## config.mk

```make
export PLATFORM = sky130hd
export DESIGN_NAME = mclk_ratio_detect
export DESIGN_NICKNAME = d
export VERILOG_FILES = /design/src/rtl/mrd_pkg.sv /design/src/rtl/mrd_edge_det.sv /design/src/rtl/mrd_period_counter.sv /design/src/rtl/mrd_lock_ctrl.sv /design/src/rtl/mclk_ratio_detect.sv
export SDC_FILE = /design/constraint.sdc
export NUM_CORES = 1
export LEC_CHECK = 0
export BUFFER_PORTS_ARGS = -buffer_cell sky130_fd_sc_hd__buf_4
export CAP_MARGIN = 5
export CORE_AREA = 10 10 67 69
export DETAILED_ROUTE_END_ITERATION = 10
export DIE_AREA = 0 0 77 79
export HOLD_SLACK_MARGIN = 0.03
export PLACE_DENSITY = 0.65
export SETUP_SLACK_MARGIN = 0.02
export SLEW_MARGIN = 20
export SYNTH_ARGS = -nofsm -noshare
export SYNTH_HDL_FRONTEND = slang
export SYNTH_SLANG_ARGS = --single-unit
```

## constraint.sdc

```tcl
create_clock -name clk_mclk -period 4.3 [get_ports clk_mclk]
set_clock_uncertainty 0.1 [all_clocks]
set_input_delay 0.215 -clock clk_mclk [delete_from_list [all_inputs] [get_ports clk_mclk]]
set_output_delay 0.215 -clock clk_mclk [all_outputs]
set_load 0.05 [all_outputs]
```

## src/rtl/mrd_pkg.sv

```systemverilog
package mrd_pkg;

  localparam int          NUM_RATIOS = 6;
  localparam logic [2:0]  CODE_NONE  = 3'd7;

  // nominal master-clock cycles per sample for each code
  function automatic int nominal(input int idx);
    case (idx)
      0:       return 128;
      1:       return 192;
      2:       return 256;
      3:       return 384;
      4:       return 512;
      default: return 768;
    endcase
  endfunction

  // map a measured period onto a ratio code; saturated counts never match
  function automatic logic [2:0] classify(input int cnt, input int sat, input int tol);
    logic [2:0] res;
    res = CODE_NONE;
    if (cnt < sat) begin
      for (int i = 0; i < NUM_RATIOS; i++) begin
        if (cnt >= nominal(i) - tol && cnt <= nominal(i) + tol)
          res = 3'(i);
      end
    end
    return res;
  endfunction

  function automatic logic is_high_rate(input logic [2:0] code);
    return (code == 3'd0) || (code == 3'd1);
  endfunction

endpackage

```

## src/rtl/mrd_edge_det.sv

```systemverilog
module mrd_edge_det (
  input  logic clk,
  input  logic rst_n,
  input  logic sig_in,
  output logic rise
);
  logic sig_q;

  always_ff @(posedge clk) begin
    if (!rst_n) sig_q <= 1'b0;
    else        sig_q <= sig_in;
  end

  assign rise = sig_in & ~sig_q;

endmodule

```

## src/rtl/mrd_period_counter.sv

```systemverilog
module mrd_period_counter #(
  parameter int CNT_W = 10
) (
  input  logic             clk,
  input  logic             rst_n,
  input  logic             rise,
  output logic [CNT_W-1:0] cnt,
  output logic             eval_stb
);
  localparam logic [CNT_W-1:0] SAT = {CNT_W{1'b1}};

  logic started_q;
  logic sat_seen_q;
  logic sat_evt;

  // one evaluation when the count first pins at saturation (stopped clock)
  assign sat_evt  = started_q && (cnt == SAT) && !sat_seen_q && !rise;
  assign eval_stb = (started_q && rise) || sat_evt;

  always_ff @(posedge clk) begin
    if (!rst_n) begin
      cnt        <= '0;
      started_q  <= 1'b0;
      sat_seen_q <= 1'b0;
    end else if (rise) begin
      cnt        <= CNT_W'(1);
      started_q  <= 1'b1;
      sat_seen_q <= 1'b0;
    end else begin
      if (cnt != SAT) cnt <= cnt + CNT_W'(1);
      if (sat_evt)    sat_seen_q <= 1'b1;
    end
  end

  a_r8_sat_hold: assert property (@(posedge clk) disable iff (!rst_n)
    (cnt == SAT && !rise) |=> (cnt == SAT));

  a_r2_restart: assert property (@(posedge clk) disable iff (!rst_n)
    rise |=> (cnt == CNT_W'(1)));

endmodule

```

## src/rtl/mrd_lock_ctrl.sv

```systemverilog
module mrd_lock_ctrl (
  input  logic       clk,
  input  logic       rst_n,
  input  logic       eval_stb,
  input  logic [2:0] code,
  output logic [2:0] ratio_code,
  output logic       high_rate,
  output logic       locked,
  output logic       mute_req
);
  import mrd_pkg::*;

  logic [2:0] cand_q;
  logic       have_q;
  logic       confirm;
  logic       is_none;

  assign is_none = (code == CODE_NONE);
  assign confirm = !is_none && have_q && (code == cand_q);

  always_ff @(posedge clk) begin
    if (!rst_n) begin
      ratio_code <= CODE_NONE;
      high_rate  <= 1'b0;
      locked     <= 1'b0;
      mute_req   <= 1'b1;
      cand_q     <= CODE_NONE;
      have_q     <= 1'b0;
    end else if (eval_stb) begin
      if (is_none) begin
        ratio_code <= CODE_NONE;
        high_rate  <= 1'b0;
        locked     <= 1'b0;
        mute_req   <= 1'b1;
        have_q     <= 1'b0;
      end else if (confirm) begin
        ratio_code <= code;
        high_rate  <= is_high_rate(code);
        locked     <= 1'b1;
        mute_req   <= 1'b0;
      end else begin
        cand_q <= code;
        have_q <= 1'b1;
        if (locked && code != ratio_code) begin
          ratio_code <= CODE_NONE;
          high_rate  <= 1'b0;
          locked     <= 1'b0;
          mute_req   <= 1'b1;
        end
      end
    end
  end

  a_r4_mute_on_none: assert property (@(posedge clk) disable iff (!rst_n)
    (eval_stb && code == CODE_NONE) |=> (mute_req && !locked));

  a_r5_lock_needs_eval: assert property (@(posedge clk) disable iff (!rst_n)
    $rose(locked) |-> $past(eval_stb));

  a_r5_lock_unmuted: assert property (@(posedge clk) disable iff (!rst_n)
    locked |-> !mute_req);

  a_r6_hr_only_locked: assert property (@(posedge clk) disable iff (!rst_n)
    !locked |-> !high_rate);

endmodule

```

## src/rtl/mclk_ratio_detect.sv

```systemverilog
module mclk_ratio_detect #(
  parameter int CNT_W = 10,
  parameter int TOL   = 8
) (
  input  logic       clk_mclk,
  input  logic       rst_n,
  input  logic       lrc_sync,
  output logic [2:0] ratio_code,
  output logic       high_rate,
  output logic       locked,
  output logic       mute_req
);
  import mrd_pkg::*;

  localparam int SAT_VAL = (1 << CNT_W) - 1;

  logic             lrc_rise;
  logic [CNT_W-1:0] period_cnt;
  logic             eval_stb;
  logic [2:0]       meas_code;

  mrd_edge_det u_edge (
    .clk    (clk_mclk),
    .rst_n  (rst_n),
    .sig_in (lrc_sync),
    .rise   (lrc_rise)
  );

  mrd_period_counter #(.CNT_W(CNT_W)) u_cnt (
    .clk      (clk_mclk),
    .rst_n    (rst_n),
    .rise     (lrc_rise),
    .cnt      (period_cnt),
    .eval_stb (eval_stb)
  );

  assign meas_code = classify(int'(period_cnt), SAT_VAL, TOL);

  mrd_lock_ctrl u_lock (
    .clk        (clk_mclk),
    .rst_n      (rst_n),
    .eval_stb   (eval_stb),
    .code       (meas_code),
    .ratio_code (ratio_code),
    .high_rate  (high_rate),
    .locked     (locked),
    .mute_req   (mute_req)
  );

  a_r8_sat_is_none: assert property (@(posedge clk_mclk) disable iff (!rst_n)
    (period_cnt == CNT_W'(SAT_VAL)) |-> (meas_code == CODE_NONE));

endmodule

```

Word-level counts from Yosys, hierarchy flattened
Index checks and enable logic that the tools add are counted.
- equal/unequal tests: 7
- add/sub/neg operators: 13
- bitwise logic cells: 5
- multiplexer cells: 28
- magnitude comparators: 13
- reductions and logical operators: 25
- operators with widths (operator ; count):
    $add 32x5->32 const B ; 6
    $ge 11x32->1 ; 6
    $le 11x32->1 ; 6
    $mux 32 ; 6
    $sub 32x5->32 const B ; 6
    $mux 3 ; 10
    $logic_and 1x1->1 ; 13
    $mux 1 ; 12
    $add 10x1->10 const B ; 1
    $eq 10x10->1 const B ; 1
    $lt 10x10->1 const B ; 1
    $ne 10x10->1 const B ; 1
    $not 1->1 ; 4
    $reduce_and 2->1 ; 2
    $eq 3x1->1 const B ; 1
    $eq 3x3->1 ; 1
    $eq 3x3->1 const B ; 1
    $logic_not 1->1 ; 3
    $logic_not 3->1 ; 1
    $ne 3x3->1 ; 1
    $reduce_and 3->1 ; 1
    $reduce_bool 3->1 ; 1
    $logic_or 1x1->1 ; 2
    $ne 2x2->1 const B ; 1
    other kinds (3) ; 3
- word-level logic and storage cells: 102
- input bits: 3
- register bits after elaboration: 23

Longest topological paths before layout
- depth in word-level cells: 18
- gate-level depth with buffers: 8
- mapped depth without buffers: 7

Cells and area by module
Synthesis repeated with hierarchy kept, for this count alone.
- cells, all modules: 150
- area, all modules: 1320.0 um2
- by module, submodules not included (module ; area an instance (um2) ; cells an instance ; sequential area each (um2) ; times used):
    mrd_period_counter ; 555.5 ; 62 ; 240.2 ; 1
    mrd_lock_ctrl ; 509.2 ; 57 ; 200.2 ; 1
    mclk_ratio_detect ; 215.2 ; 28 ; 0.0 ; 1
    mrd_edge_det ; 40.0 ; 3 ; 20.0 ; 1

Worst setup path after synthesis
No wires, ideal clock.
- path kind: reg2reg
- start point: register u_cnt.cnt[6]
- end point: register u_lock.ratio_code[0]
- data required time: 4075 ps
- buffers on the path: 1
- library setup time: 125 ps
- path slack: 2250 ps
- stages on the path, launching flop included: 8
- data arrival time: 1825 ps
- cells stage by stage: dfxtp_1 -> clkbuf_2 -> and4_2 -> a221oi_2 -> nor4_1 -> a211o_2 -> and3_4 -> o41a_1
- word-level cells in the longest chain between the ends: 15
- elaborated cells between the ends (all ways): 42
- those cells by class: order compare: 13; eq/ne: 4; mux: 9; reduce/logical: 16
- RTL lines (item ; RTL line ; text):
    from (decl) ; mrd_period_counter.sv:7 ; output logic [CNT_W-1:0] cnt,
    from (signal assigned) ; mrd_period_counter.sv:30 ; if (cnt != SAT) cnt <= cnt + CNT_W'(1);
    $ge 11x32->1 / $le 11x32->1 (equally long branches) ; mrd_pkg.sv:24 ; if (cnt >= nominal(i) - tol && cnt <= nominal(i) + tol)
    $logic_and 1x1->1 ; mrd_pkg.sv:24 ;
    $mux 3 (6 in a row) ; mrd_pkg.sv:24 ;
    $mux 3 ; mrd_pkg.sv:22 ; if (cnt < sat) begin
    $eq 3x3->1 ; mrd_lock_ctrl.sv:18 ; assign is_none = (code == CODE_NONE);
    $logic_not 1->1 ; mrd_lock_ctrl.sv:19 ; assign confirm = !is_none && have_q && (code == cand_q);
    $logic_and 1x1->1 (2 in a row) ; mrd_lock_ctrl.sv:19 ;
    $reduce_bool 3->1 (no line) / $mux 3 (equally long branches) ; n/a ;
    $reduce_and 2->1 (no line) / $mux 3 (equally long branches) ; n/a ;
    to (signal assigned) ; mrd_lock_ctrl.sv:37 ; ratio_code <= code;
    to (decl) ; mrd_lock_ctrl.sv:6 ; output logic [2:0] ratio_code,
Parallel ways exist; a longest one is shown, timed or not.
A chain may end at the register's enable or synchronous reset.

Final worst setup path
- start point: register u_cnt.cnt[3]
- end point: register u_lock.cand_q[2]
- word-level cells in the longest chain between the ends: 15
- elaborated cells between the ends (all ways): 39
- those cells by class: order compare: 13; eq/ne: 3; mux: 7; bitwise: 2; reduce/logical: 14
- RTL lines (item ; RTL line ; text):
    $ge 11x32->1 / $le 11x32->1 (equally long branches) ; mrd_pkg.sv:24 ;
    $logic_and 1x1->1 ; mrd_pkg.sv:24 ;
    $mux 3 (6 in a row) ; mrd_pkg.sv:24 ;
    $mux 3 ; mrd_pkg.sv:22 ;
    $eq 3x3->1 ; mrd_lock_ctrl.sv:18 ;
    $logic_not 1->1 ; mrd_lock_ctrl.sv:19 ;
    $logic_and 1x1->1 (2 in a row) ; mrd_lock_ctrl.sv:19 ;
    $not 1->1 (no line) ; n/a ;
    $reduce_and 3->1 (no line) ; n/a ;
    to (signal assigned) ; mrd_lock_ctrl.sv:42 ; cand_q <= code;
    to (decl) ; mrd_lock_ctrl.sv:13 ; logic [2:0] cand_q;
Parallel ways exist; a longest one is shown, timed or not.

==> impl_metrics.tcl <==
set metrics [dict create \
    fin_crit_sh 0.5553 \
    postRouteAntennaNets 0 \
    syn_area_mm2 0.001401 \
    vdd_drop_max_uv 137.4 \
    clock-sinks 23 \
    synthCells 165 \
    cts_made_buffers 3 \
    tritoncts "done" \
    status "finished clean" \
    syn_nets 170 \
    layout_common_cells "nor2_1 (25), dfxtp_1 (23), nand2b_1 (8), buf_4 (8)" \
    cp_slowest_stage_delay_ns 0.51 \
    vias_per_cell 5.690 \
    grt_overflow 0 \
    drc 0 \
    grt_max_degree 17 \
    critPathTopFamily "compound AO/OA/AOI/OAI gates" \
    num-nets-final 176 \
    seq_area_um2 460.4 \
    core_mm2 0.003232 \
    path_clk_slew_ns 0.13 \
    ys_types 53 \
    multiInputGateArea_um2 879.6 \
    layout.cells.non_filler 216 \
    htreeDepth 1 \
    cts_buffer_depth 2 \
    synth-seq-cells 23 \
    wl_um 2980 \
    yosys.area.top_type "dfxtp_1" \
    slowest_stage "dfxtp_1" \
    crit_chain "nand4_1 > nor4_1 > o21a_1 > o21ai_0 > a31o_2 > a2bb2oi_1" \
    hold_buffers 1 \
    drt_pass1_iterations 4 \
    setup_viol_count_final 0 \
    max_freq_ghz 0.4188 \
    ys_warn_count 0 \
    path_buf_inv 0 \
    fin_ws_ns 1.912 \
    crit_start "u_cnt.cnt[3]$_SDFFE_PP0N_" \
    tns_ns 0 \
    pin_count 9 \
    hold_viol_final 0 \
    relSlewSlack 0.5637 \
    crit_path_end_kind "flop" \
    grt_pass1_wl_um 5202 \
    post-cts-setup-buffers 0 \
    synth.area.top_cells "dfxtp_1 (33%), nor2_1 (6.7%), nand2b_1 (3.6%), xor2_1 (3.1%), a21oi_1 (2.1%)" \
    cp-start-kind "flop" \
    grtUsageTotal 0.1002 \
    rows 21 \
    fin_util 0.4696 \
    via_count 1229 \
    hpwl_um 2169 \
    cp.required_ns 4.42 \
    place.gp.congestion 0.8144 \
    synth_top_area_share 0.3286 \
    grt_pass1_vias 1105 \
    drv_cap 0 \
    wire_per_inst_um 13.80 \
    final_common_cell "nor2_1" \
    dp.cells 211 \
    cts_resized 0 \
    yosysSeqAreaShare 0.3286 \
    arrival_ns 2.51 \
    path_max_fanout 16 \
    drv_slew 0 \
    period_needed_ns 2.388 \
    hold_path.class "in2reg" \
    grt_setup_unrepaired "false" \
    placed_cell_area_mm2 0.001480 \
    r2r_start "u_cnt.cnt[3]$_SDFFE_PP0N_" \
    antenna_found_initial 0 \
    drive_above_1_share 0.1588 \
    root_buffer "clkbuf_4" \
    area_growth_syn_to_layout_pct 8.304 \
    p_leak_nw 0.5346 \
    die_h_um 79 \
    fillers 336 \
    powerDensity_mw_per_mm2 222.2 \
    min_from "rst_n" \
    path_class "reg2reg" \
    start_util 0.4336 \
    syn_area_per_cell_um2 8.493 \
    place_ws_ns 1.934 \
    tightestPinTransition_ns 0.6495 \
    design_area_mm2 0.001518 \
    drt_iter0_markers 142 \
    die_w_um 77 \
    antennaDiodeCount 0 \
    port_buffers 8 \
    dieArea_mm2 0.006083 \
    clk_latency_ns 0.31 \
]
==> per-stage QoR <==
step / hold slack [ns] / power (mW)
2_1_floorplan: 0.2367 / 0.2362
3_3_place_gp: 0.3271 / 0.2398
3_5_place_dp: 0.3300 / 0.2404
4_1_cts: 0.04847 / 0.3436
5_1_grt: 0.05764 / 0.3535
6_report: 0.05184 / 0.3373
==> cell usage after synthesis, drive strengths merged <==
cell and count:
buf 4, nor3 7, clkinv 1, nor3b 1
a31o 3, nand2b 8, or2 1, ha 2
o211ai 1, a2bb2oi 2, o32ai 1, nor4b 1
clkbuf 4, a41oi 3, xor2 5, nand3 5
nor2 25, xnor2 3, nand2 6, a221oi 1
and2 2, nor4 4, a211oi 2, o21a 2
o31a 3, and3 4, nand4 3, nand4b 1
a32oi 1, nand4bb 1, a211o 2, inv 5
mux2i 3, and4 3, o41a 1, dfxtp 23
a21oi 6, o21ai 5, a31oi 3, nor2b 2
o31ai 2, o211a 2, or3 1
==> per-layer routing <==
layer | routed length (um) | part of all wire | global-route usage | vias up
met4 | 20 | 0.0067 | 0.03102 | 0
met1 | 1484 | 0.50 | 0.1332 | 588
met5 | 0 | 0 | 0 | -
li1 | - | - | - | 621
met3 | 89 | 0.030 | 0.02365 | 2
met2 | 1385 | 0.46 | 0.1568 | 18
==> where the power goes <==
group	switching (mW)	total, mW	internal (mW)
Clock	0.0664	0.101	0.0348
Sequential	0.00386	0.220	0.216
Combinational	0.00974	0.0163	0.00655
==> kinds of logic after synthesis <==
| group | after synthesis | share of synthesized area |
|---|---|---|
| buffers and inverters | 14 | 0.04374 |
| muxes | 3 | 0.02143 |
| and+or+nand+nor | 75 | 0.2973 |
| AOI/OAI and AO/OA | 40 | 0.2277 |
| adders and majority gates | 2 | 0.01785 |
| DFF | 23 | 0.3286 |
| xor gates and xnor gates | 8 | 0.06340 |
==> area by class of cell <==
class	instances	share of cell area
Clock inverter	1	0.003298
Sequential cell	23	0.3034
Inverter	6	0.01484
Timing Repair Buffer	9	0.04617
Multi-Input combinational cell	128	0.5796
Clock buffer	3	0.01484
Tap cell	46	0.03792
==> sequential cells by signal, summed over array words and instances, names as in the netlist <==
register	cells
u_edge.sig_q	1
u_lock.locked	1
u_lock.cand_q	3
u_lock.ratio_code	3
u_cnt.started_q	1
u_cnt.cnt	10
u_cnt.sat_seen_q	1
u_lock.high_rate	1
u_lock.mute_req	1
u_lock.have_q	1
==> worst paths after layout <==
| path | slack (ns) | to | cells after the start |
|---|---|---|---|
| worst min-delay path | 0.05 | u_lock.mute_req$_SDFFE_PN1P_ | 2 |
| worst max-delay path | 1.91 | u_lock.cand_q[2]$_SDFFE_PN1P_ | 6 |
| worst max register to register | 1.91 | u_lock.cand_q[2]$_SDFFE_PN1P_ | 6 |
| worst min register to register | 0.40 | u_cnt.sat_seen_q$_SDFFE_PP0P_ | 2 |
No activity file was read; power rests on OpenSTA's default activity.
